==> src/rtl/dispRamPkg.sv <==
package dispRamPkg;
  localparam int DIG_N  = 16;
  localparam int BYTE_W = 8;
  localparam int ADDR_W = $clog2(DIG_N);

  typedef struct packed {
    logic              we;     // store data at addr
    logic              shift;  // calculator-style shift with data at top
    logic [ADDR_W-1:0] addr;
    logic [BYTE_W-1:0] data;
  } memStrobe_t;
endpackage

==> src/rtl/dispRamCtrl.sv <==
module dispRamCtrl
  import dispRamPkg::*;
#(
  parameter int BLANK_TICKS = 4
) (
  input  logic              clk,
  input  logic              rstN,
  input  logic              wrEn,
  input  logic              rdEn,
  input  logic [BYTE_W-1:0] wrData,
  input  logic              addrLoad,
  input  logic [ADDR_W-1:0] addrIn,
  input  logic              autoInc,
  input  logic              rightEntry,
  input  logic              blankCmd,
  input  logic [BYTE_W-1:0] blankCode,
  input  logic [ADDR_W-1:0] digitCnt,
  input  logic              tick,
  output logic [ADDR_W-1:0] addrQ,
  output logic              fillBusy,
  output logic              switchBlank,
  output memStrobe_t        st
);
  localparam int TW = (BLANK_TICKS < 2) ? 1 : $clog2(BLANK_TICKS + 1);
  localparam logic [TW-1:0] TICK_LOAD = TW'(BLANK_TICKS);
  localparam logic [ADDR_W-1:0] LAST = ADDR_W'(DIG_N - 1);

  logic [ADDR_W-1:0] fillIdx;
  logic [BYTE_W-1:0] codeQ;
  logic [ADDR_W-1:0] prevDigit;
  logic [TW-1:0]     swCnt;
  logic              wrOk;
  logic              digitMoved;
  logic              stepAddr;

  assign wrOk       = wrEn && !fillBusy && !blankCmd;
  assign digitMoved = (digitCnt != prevDigit);
  assign stepAddr   = autoInc && (rdEn || (wrOk && !rightEntry));

  always_comb begin
    st.we    = fillBusy || (wrOk && !rightEntry);
    st.shift = wrOk && rightEntry;
    st.addr  = fillBusy ? fillIdx : addrQ;
    st.data  = fillBusy ? codeQ : wrData;
  end

  // host address register
  always_ff @(posedge clk) begin
    if (!rstN)          addrQ <= '0;
    else if (addrLoad)  addrQ <= addrIn;
    else if (stepAddr)  addrQ <= addrQ + 1'b1;
  end

  // clear-fill sequencer
  always_ff @(posedge clk) begin
    if (!rstN) begin
      fillBusy <= 1'b0;
      fillIdx  <= '0;
      codeQ    <= '0;
    end else if (fillBusy) begin
      fillIdx <= fillIdx + 1'b1;
      if (fillIdx == LAST) fillBusy <= 1'b0;
    end else if (blankCmd) begin
      fillBusy <= 1'b1;
      fillIdx  <= '0;
      codeQ    <= blankCode;
    end
  end

  // digit-switch blanking timer
  always_ff @(posedge clk) begin
    if (!rstN) begin
      prevDigit <= '0;
      swCnt     <= '0;
    end else begin
      prevDigit <= digitCnt;
      if (digitMoved)              swCnt <= TICK_LOAD;
      else if (tick && swCnt != 0) swCnt <= swCnt - 1'b1;
    end
  end

  assign switchBlank = digitMoved || (swCnt != 0);

  p_addr_wrap_r3: assert property (@(posedge clk) disable iff (!rstN)
    (!addrLoad && autoInc && rdEn && addrQ == LAST) |=> (addrQ == '0));

  p_load_wins_r4: assert property (@(posedge clk) disable iff (!rstN)
    addrLoad |=> (addrQ == $past(addrIn)));

  p_fill_len_r7: assert property (@(posedge clk) disable iff (!rstN)
    (fillBusy && fillIdx == LAST) |=> !fillBusy);

  p_no_host_write_r8: assert property (@(posedge clk) disable iff (!rstN)
    fillBusy |-> (!st.shift && st.addr == fillIdx && st.data == codeQ));

  p_switch_blank_r9: assert property (@(posedge clk) disable iff (!rstN)
    (digitMoved && BLANK_TICKS > 0) |=> switchBlank);
endmodule

==> src/rtl/dispRamData.sv <==
module dispRamData
  import dispRamPkg::*;
(
  input  logic              clk,
  input  logic              rstN,
  input  memStrobe_t        st,
  input  logic [ADDR_W-1:0] rdAddr,
  input  logic [ADDR_W-1:0] digitCnt,
  output logic [BYTE_W-1:0] rdData,
  output logic [BYTE_W-1:0] digitByte
);
  logic [BYTE_W-1:0] mem [DIG_N];

  always_ff @(posedge clk) begin
    if (!rstN) begin
      for (int i = 0; i < DIG_N; i++) mem[i] <= '0;
    end else if (st.shift) begin
      for (int i = 0; i < DIG_N - 1; i++) mem[i] <= mem[i+1];
      mem[DIG_N-1] <= st.data;
    end else if (st.we) begin
      mem[st.addr] <= st.data;
    end
  end

  assign rdData    = mem[rdAddr];
  assign digitByte = mem[digitCnt];

  p_left_write_r2: assert property (@(posedge clk) disable iff (!rstN)
    (st.we && !st.shift) |=> (mem[$past(st.addr)] == $past(st.data)));

  p_right_shift_r5: assert property (@(posedge clk) disable iff (!rstN)
    st.shift |=> (mem[DIG_N-1] == $past(st.data) && mem[0] == $past(mem[1])));
endmodule

==> src/rtl/dispRam.sv <==
module dispRam
  import dispRamPkg::*;
#(
  parameter int BLANK_TICKS = 4
) (
  input  logic              clk,
  input  logic              rstN,
  input  logic              wrEn,
  input  logic              rdEn,
  input  logic [BYTE_W-1:0] wrData,
  output logic [BYTE_W-1:0] rdData,
  input  logic              addrLoad,
  input  logic [ADDR_W-1:0] addrIn,
  input  logic              autoInc,
  input  logic              rightEntry,
  input  logic              blankCmd,
  input  logic [BYTE_W-1:0] blankCode,
  output logic              fillBusy,
  input  logic [ADDR_W-1:0] digitCnt,
  input  logic              tick,
  output logic [BYTE_W-1:0] digitByte,
  output logic              blankN
);
  memStrobe_t        st;
  logic [ADDR_W-1:0] addrQ;
  logic              switchBlank;

  dispRamCtrl #(.BLANK_TICKS(BLANK_TICKS)) u_ctrl (
    .clk(clk), .rstN(rstN), .wrEn(wrEn), .rdEn(rdEn), .wrData(wrData),
    .addrLoad(addrLoad), .addrIn(addrIn), .autoInc(autoInc),
    .rightEntry(rightEntry), .blankCmd(blankCmd), .blankCode(blankCode),
    .digitCnt(digitCnt), .tick(tick), .addrQ(addrQ), .fillBusy(fillBusy),
    .switchBlank(switchBlank), .st(st)
  );

  dispRamData u_data (
    .clk(clk), .rstN(rstN), .st(st), .rdAddr(addrQ), .digitCnt(digitCnt),
    .rdData(rdData), .digitByte(digitByte)
  );

  assign blankN = !(fillBusy || switchBlank);

  p_fill_blanks_r10: assert property (@(posedge clk) disable iff (!rstN)
    fillBusy |-> !blankN);
endmodule

==> config.mk <==
export PLATFORM = sky130hd
export DESIGN_NAME = dispRam
export DESIGN_NICKNAME = d
export VERILOG_FILES = /design/src/rtl/dispRamPkg.sv /design/src/rtl/dispRamCtrl.sv /design/src/rtl/dispRamData.sv /design/src/rtl/dispRam.sv
export SDC_FILE = /design/constraint.sdc
export NUM_CORES = 1
export LEC_CHECK = 0
export BUFFER_PORTS_ARGS = -buffer_cell sky130_fd_sc_hd__buf_2
export CAP_MARGIN = 20
export CORE_MARGIN = 10
export CORE_UTILIZATION = 38
export DETAILED_ROUTE_END_ITERATION = 7
export PLACE_DENSITY_LB_ADDON = 0.25
export SLEW_MARGIN = 10
export SYNTH_ARGS = -nofsm -noshare
export SYNTH_HDL_FRONTEND = slang
export SYNTH_SLANG_ARGS = --single-unit
==> constraint.sdc <==
create_clock -name clk -period 7.2 [get_ports clk]
set_input_delay 1.8 -clock clk [delete_from_list [all_inputs] [get_ports clk]]
set_output_delay 1.8 -clock clk [all_outputs]
set_load 0.005 [all_outputs]
### Word level (Yosys, flattened, before mapping)

Memory sizes are Yosys's and may differ from the RTL's. A register that Yosys moved wholly into a read port is not among the register bits.
Index checks and enable logic that the tools add are counted.

| storage, ports and cells | value |
|---|---|
| bits in registers | 24 |
| bits in latches | 0 |
| memory bits (writable) | 128 |
| ROM bits | 0 |
| bits of input ports | 33 |
| output and inout bits | 18 |
| logic and storage cells | 92 |
| memories kept | 1 |

| cells by class | value |
|---|---|
| $add $sub $neg | 3 |
| $mul | 0 |
| div/mod/pow operators | 0 |
| order comparisons | 0 |
| equality and inequality tests | 2 |
| shifts and indexed selects | 0 |
| multiplexer cells | 40 |
| bitwise gates (word level) | 18 |
| reduce and logical (&&, ||, !) cells | 21 |

Memory list:

| memory | depth | bits a word | read ports | clocked after Yosys merged registers in | wr ports | RTL line | text |
|---|---|---|---|---|---|---|---|
| u_data.mem | 16 | 8 | 17 | 1 | 16 | dispRamData.sv:12 | `logic [BYTE_W-1:0] mem [DIG_N];` |

Operators by type and width:

| cell | count |
|---|---|
| 8-bit 2-to-1 mux | 18 |
| 4-bit 2-to-1 mux | 8 |
| 1-bit bitwise OR | 16 |
| 1-bit 2-to-1 mux | 12 |
| 4-bit by 1-bit adder with 4-bit output, second input constant | 2 |
| 8-bit OR reduction | 1 |
| 1-bit logical AND | 6 |
| 3-bit 2-to-1 mux | 2 |
| 2-bit nonzero test | 3 |
| 4-bit equality test, second input constant | 1 |
| 1-bit logical NOT | 4 |
| 1-bit logical OR | 4 |
| 4-bit != test | 1 |
| 3-bit nonzero test | 1 |
| 3-bit by 1-bit subtractor with 3-bit output, second input constant | 1 |
| 1-bit NOT | 2 |
| 2-bit AND reduction | 1 |
| 2-bit OR reduction | 1 |

### Depth between registers and ports, before layout

| depth | value |
|---|---|
| word-level depth | 11 |
| gate-level depth with buffers | 7 |
| mapped depth without buffers | 7 |

### Hierarchy

Synthesis repeated with hierarchy kept, for this count alone.

| unflattened totals | value |
|---|---|
| cells, all modules | 651 |
| area total of the unflattened synthesis | 8777.2 µm² |

Modules (own cells, without submodules):

| module | times used | cells each | area each (µm²) | seq. area each (µm²) |
|---|---|---|---|---|
| dispRamData | 1 | 526 | 7543.5 | 3843.7 |
| dispRamCtrl | 1 | 124 | 1229.9 | 480.5 |
| dispRam | 1 | 1 | 3.8 | 0.0 |

### Least setup slack after synthesis

Ideal clock, no wire load.

| path | value |
|---|---|
| kind | input-to-output |
| start point | input digitCnt[0] |
| end point | output digitByte[3] |
| arrival time | 3.220 ns |
| data required time | 5.400 ns |
| setup slack | 2.180 ns |
| cell stages on the path | 5 |
| path buffers | 2 |
| cells stage by stage | clkbuf_1 > buf_2 > mux4_2 > a22oi_1 > nand2_1 |

| on the way | value |
|---|---|
| longest elaborated chain between the ends | 1 |

RTL lines:

| element | RTL line | text |
|---|---|---|
| from (decl) | dispRam.sv:19 | `input logic [ADDR_W-1:0] digitCnt,` |
| memory 16 x 8 bit | - |  |
| to (decl) | dispRam.sv:21 | `output logic [BYTE_W-1:0] digitByte,` |

No other way between the ends.

### Final worst setup path

| path | value |
|---|---|
| start point | input digitCnt[0] |
| end point | output digitByte[2] |

The elaborated chain is that of the path after synthesis.

==> out/summary.md <==
The largest total area in the synthesized netlist belongs to edfxtp_1. The area taken by flip-flops and latches was 0.004405 mm². For the final net count, the log shows 772. The tools report the cell at the root of the clock tree as clkbuf_16. In the post-route analysis, the smallest setup slack over all paths is 1.625 ns. The die covers 0.03010 mm². Sequential cells account for 46.0% of the total power. Combinational cells account for 13.7% of the total power.

The area growth from synthesis to layout is 12.82%. The most frequent standard cell in the layout excluding fill and tap cells is edfxtp_1. The height of the chip was 173.5 µm. TritonCTS built the clock tree. The final cycle utilization of the critical path is 77.43%. In this run the horizontal extent of the chip is 173.5 µm.

Of the total power, the share spent switching nets is 25.93%. For this design, the sink count on the clock tree is 156. In this run the power density over the cells is 235.3 mW/mm².

The clock passes through at most 2 buffers. The layout has 2,150 filler cells. The first global-routing pass estimated 38,580 µm of wire.

The initial utilization of the core area, before any placement, comes to 38.37%. Number of port buffers: 50. IR analysis of the VDD net gives a maximum drop of 0.1366 mV. 0 antenna diodes ended up in the layout.

The mean area per synthesized cell was 12.56 µm²; the depth of the worst register-to-register path was 4. The run gives 1760 µW as the internal power summed over all cells. Count of endpoints failing setup in the final report: 0.

The highest achievable clock rate is 179.4 MHz, and the largest fanout on the critical path is 27. The core area came out at 0.02333 mm². The run gives 0.008952 mm² as the total standard cell area after synthesis. The worst setup path is captured at an output port. Entering global routing, the biggest net connects 81 pins.

The logs give 0 ns for the summed negative setup slack over all endpoints and 6 for the first-pass iteration count of the detailed router. The synthesized design contains 128 enable-type register cells. For the number of gates resized after cts, the log shows 0.

The remaining number of nets flagged by the antenna check after routing came out at 0. The detailed router's first-iteration violation count was 804; the sequential cell area fraction in the yosys report was 49.20%. The post-placement setup slack was 1.603 ns.

The warning count from the yosys run was 0. The headroom to the max-slew limit is 26.02%. The most common flop cell mapped by yosys is edfxtp_1. The via count was 6,445. At the pin with the least slew margin, the transition time is 1.110 ns. The net switching component of the power came out at 616.1 µW. The worst path in the final design needs a cycle of 5.575 ns, including I/O delays and setup. The total overflow left after global routing is 0.

The hold-critical path depth was 2; the count of pins over their slew limit was 0. At the worst endpoint, the arrival time is 3.77 ns. Share of synthesized registers carrying an async set or reset: 0%. The logs give 51 for the number of top-level pins and 18,300 µm for the detailed-placement wirelength estimate.

In this run the number of H-tree levels came out at 4. For the number of antenna violations at the first check in global routing, the log shows 0. The path class of the tightest hold or removal check is register to register.

Global routing consumed, over all layers together, 16.33% of the routing resources. In the post-synthesis netlist, the biggest area contributors are edfxtp_1 (43%), mux4_2 (16%), mux2i_1 (6.5%). The number of global-route vias before repair was 6,572; the critical path required time was 5.40 ns. For this design the static power due to leakage is 0.003580 µW.

The logs give 40.3% for the clock network fraction of design power and 0 for the number of hold-repair buffers added at the cts stage. The final number of hold-violating endpoints is 0. Setup repair after global routing left no endpoint under its margin.

The clock arrives with 0.006456 ns of skew. Counting the buffers created by CTS gives 17. The minimum hold slack was 0.5225 ns; the area used by multi-input combinational logic was 0.004232 mm². Leaving out filler cells and counting taps, the final layout contains 1,067. The finished cells cover 0.01010 mm². The share of synthesized area in the top cell type comes to 42.94%. After clock tree synthesis, the clock-pin slew on the worst setup and hold paths is 0.06 ns. The sort of element at the start of the critical path was an input port. In the final routed layout, each cell accounts on average for 23.21 µm. The insertion delay of the later-clocked pin in the worst-skew pair was 0.42 ns; the synthesized net count was 750. The distinct cell type count after synthesis came out at 50. Placed standard-cell area: 0.009448 mm². Leaving out fill and tap cells, the most frequent cells in the layout are edfxtp_1 (128), nand2_1 (102), mux4_2 (64).

At the end of routability-driven placement, the weighted congestion stood at 0.8564. In this run the core area contains 56 standard-cell rows. The detailed-route wire length was 24,760 µm; the number of placed instances with taps included was 1,032. The flow ran to the end, and the final reports show no timing, DRC or antenna violations. Critical setup path kind: input port to output port. In the final layout, the share of cells above drive strength 1 is 25.27%. Counting every instance in the synthesized netlist gives 713. The tools report the remaining design rule violation count as 0. In the routed layout, each cell is associated on average with a via count of 6.040. The total of max-cap violations is 0. The tools report the post-CTS setup-driven buffer insertion count as 0. Synthesis inferred 156 register bits.
-- state kept, by name, summed over array words and instances (netlist names), named ones only --
name	flops
u_ctrl.fillIdx	4
u_ctrl.fillBusy	1
u_ctrl.swCnt	3
u_ctrl.prevDigit	4
u_ctrl.codeQ	8
u_ctrl.addrQ	4
u_data.mem	128
-- kinds of logic after synthesis --
group	count (synthesis)	synth area share (%)
AO/OA/AOI/OAI	152	12.63
buffers and inverters	76	3.760
adder cells (fa/ha/maj)	4	0.5591
multiplexers	130	23.59
flip-flops	156	49.20
XOR/XNOR	8	0.7827
AND/OR/NAND/NOR	187	9.476
-- cell type report --
class                      instances  area share (%)
clock buffer                      20           4.621
inverter                           9          0.3345
sequential                       156           43.62
multi-input combinational        481           41.90
timing repair buffer              70           3.964
clock inverter                    12           1.611
tap                              319           3.952
-- metal layers --
metal / global-route usage, % / routed length (µm) / share of wire [%]
met4: 5.031 / 575 / 2.3
met5: 0 / 0 / 0
met3: 3.376 / 1644 / 6.6
met2: 26.43 / 12120 / 49
met1: 21.55 / 10420 / 42
-- worst paths after layout --
check                                        end  slack, ns            start
worst max-delay path                digitByte[2]       1.63      digitCnt[0]
worst max register to register  u_data.mem[6][0]       4.01  u_ctrl.fillBusy
worst min register to register   u_ctrl.codeQ[7]       0.52  u_ctrl.codeQ[7]
worst min-delay path             u_ctrl.codeQ[7]       0.52  u_ctrl.codeQ[7]
-- worst max-delay path: stages --
cell	delay (ns)
buf_2	0.67
buf_4	0.34
mux4_2	0.53
a22oi_1	0.20
nand2_1	0.08
buf_2	0.13
-- power groups by stage --
stage | combinational, µW | sequential, µW | clock, µW
after floorplan | 232 | 1080 | 0
after global placement | 314 | 1110 | 0
after detailed placement | 325 | 1110 | 0
after CTS | 326 | 1090 | 967
after global routing | 355 | 1100 | 1010
final | 326 | 1090 | 958
-- cells in the mapped netlist (5+ instances only) --
cell	n
a21oi_1	15
a22o_1	16
a22oi_1	32
a32o_1	32
and2_1	7
buf_2	14
buf_4	5
clkbuf_1	43
dfxtp_1	28
edfxtp_1	128
inv_1	7
mux2_2	8
mux2i_1	58
mux4_2	64
nand2_1	102
nand2b_1	7
nor2_1	35
nor2b_1	7
nor3_1	5
o21ai_0	36
o21ai_1	7
xor2_1	5
-- metrics by stage --
| step | total power [µW] | utilization [%] |
|---|---|---|
| after floorplan | 1317 | - |
| after global placement | 1423 | 40.46 |
| after detailed placement | 1436 | 40.49 |
| after CTS | 2385 | 43.19 |
| after global routing | 2461 | 43.29 |
| final | 2376 | 43.29 |
Power figures use the tool's default switching activity.
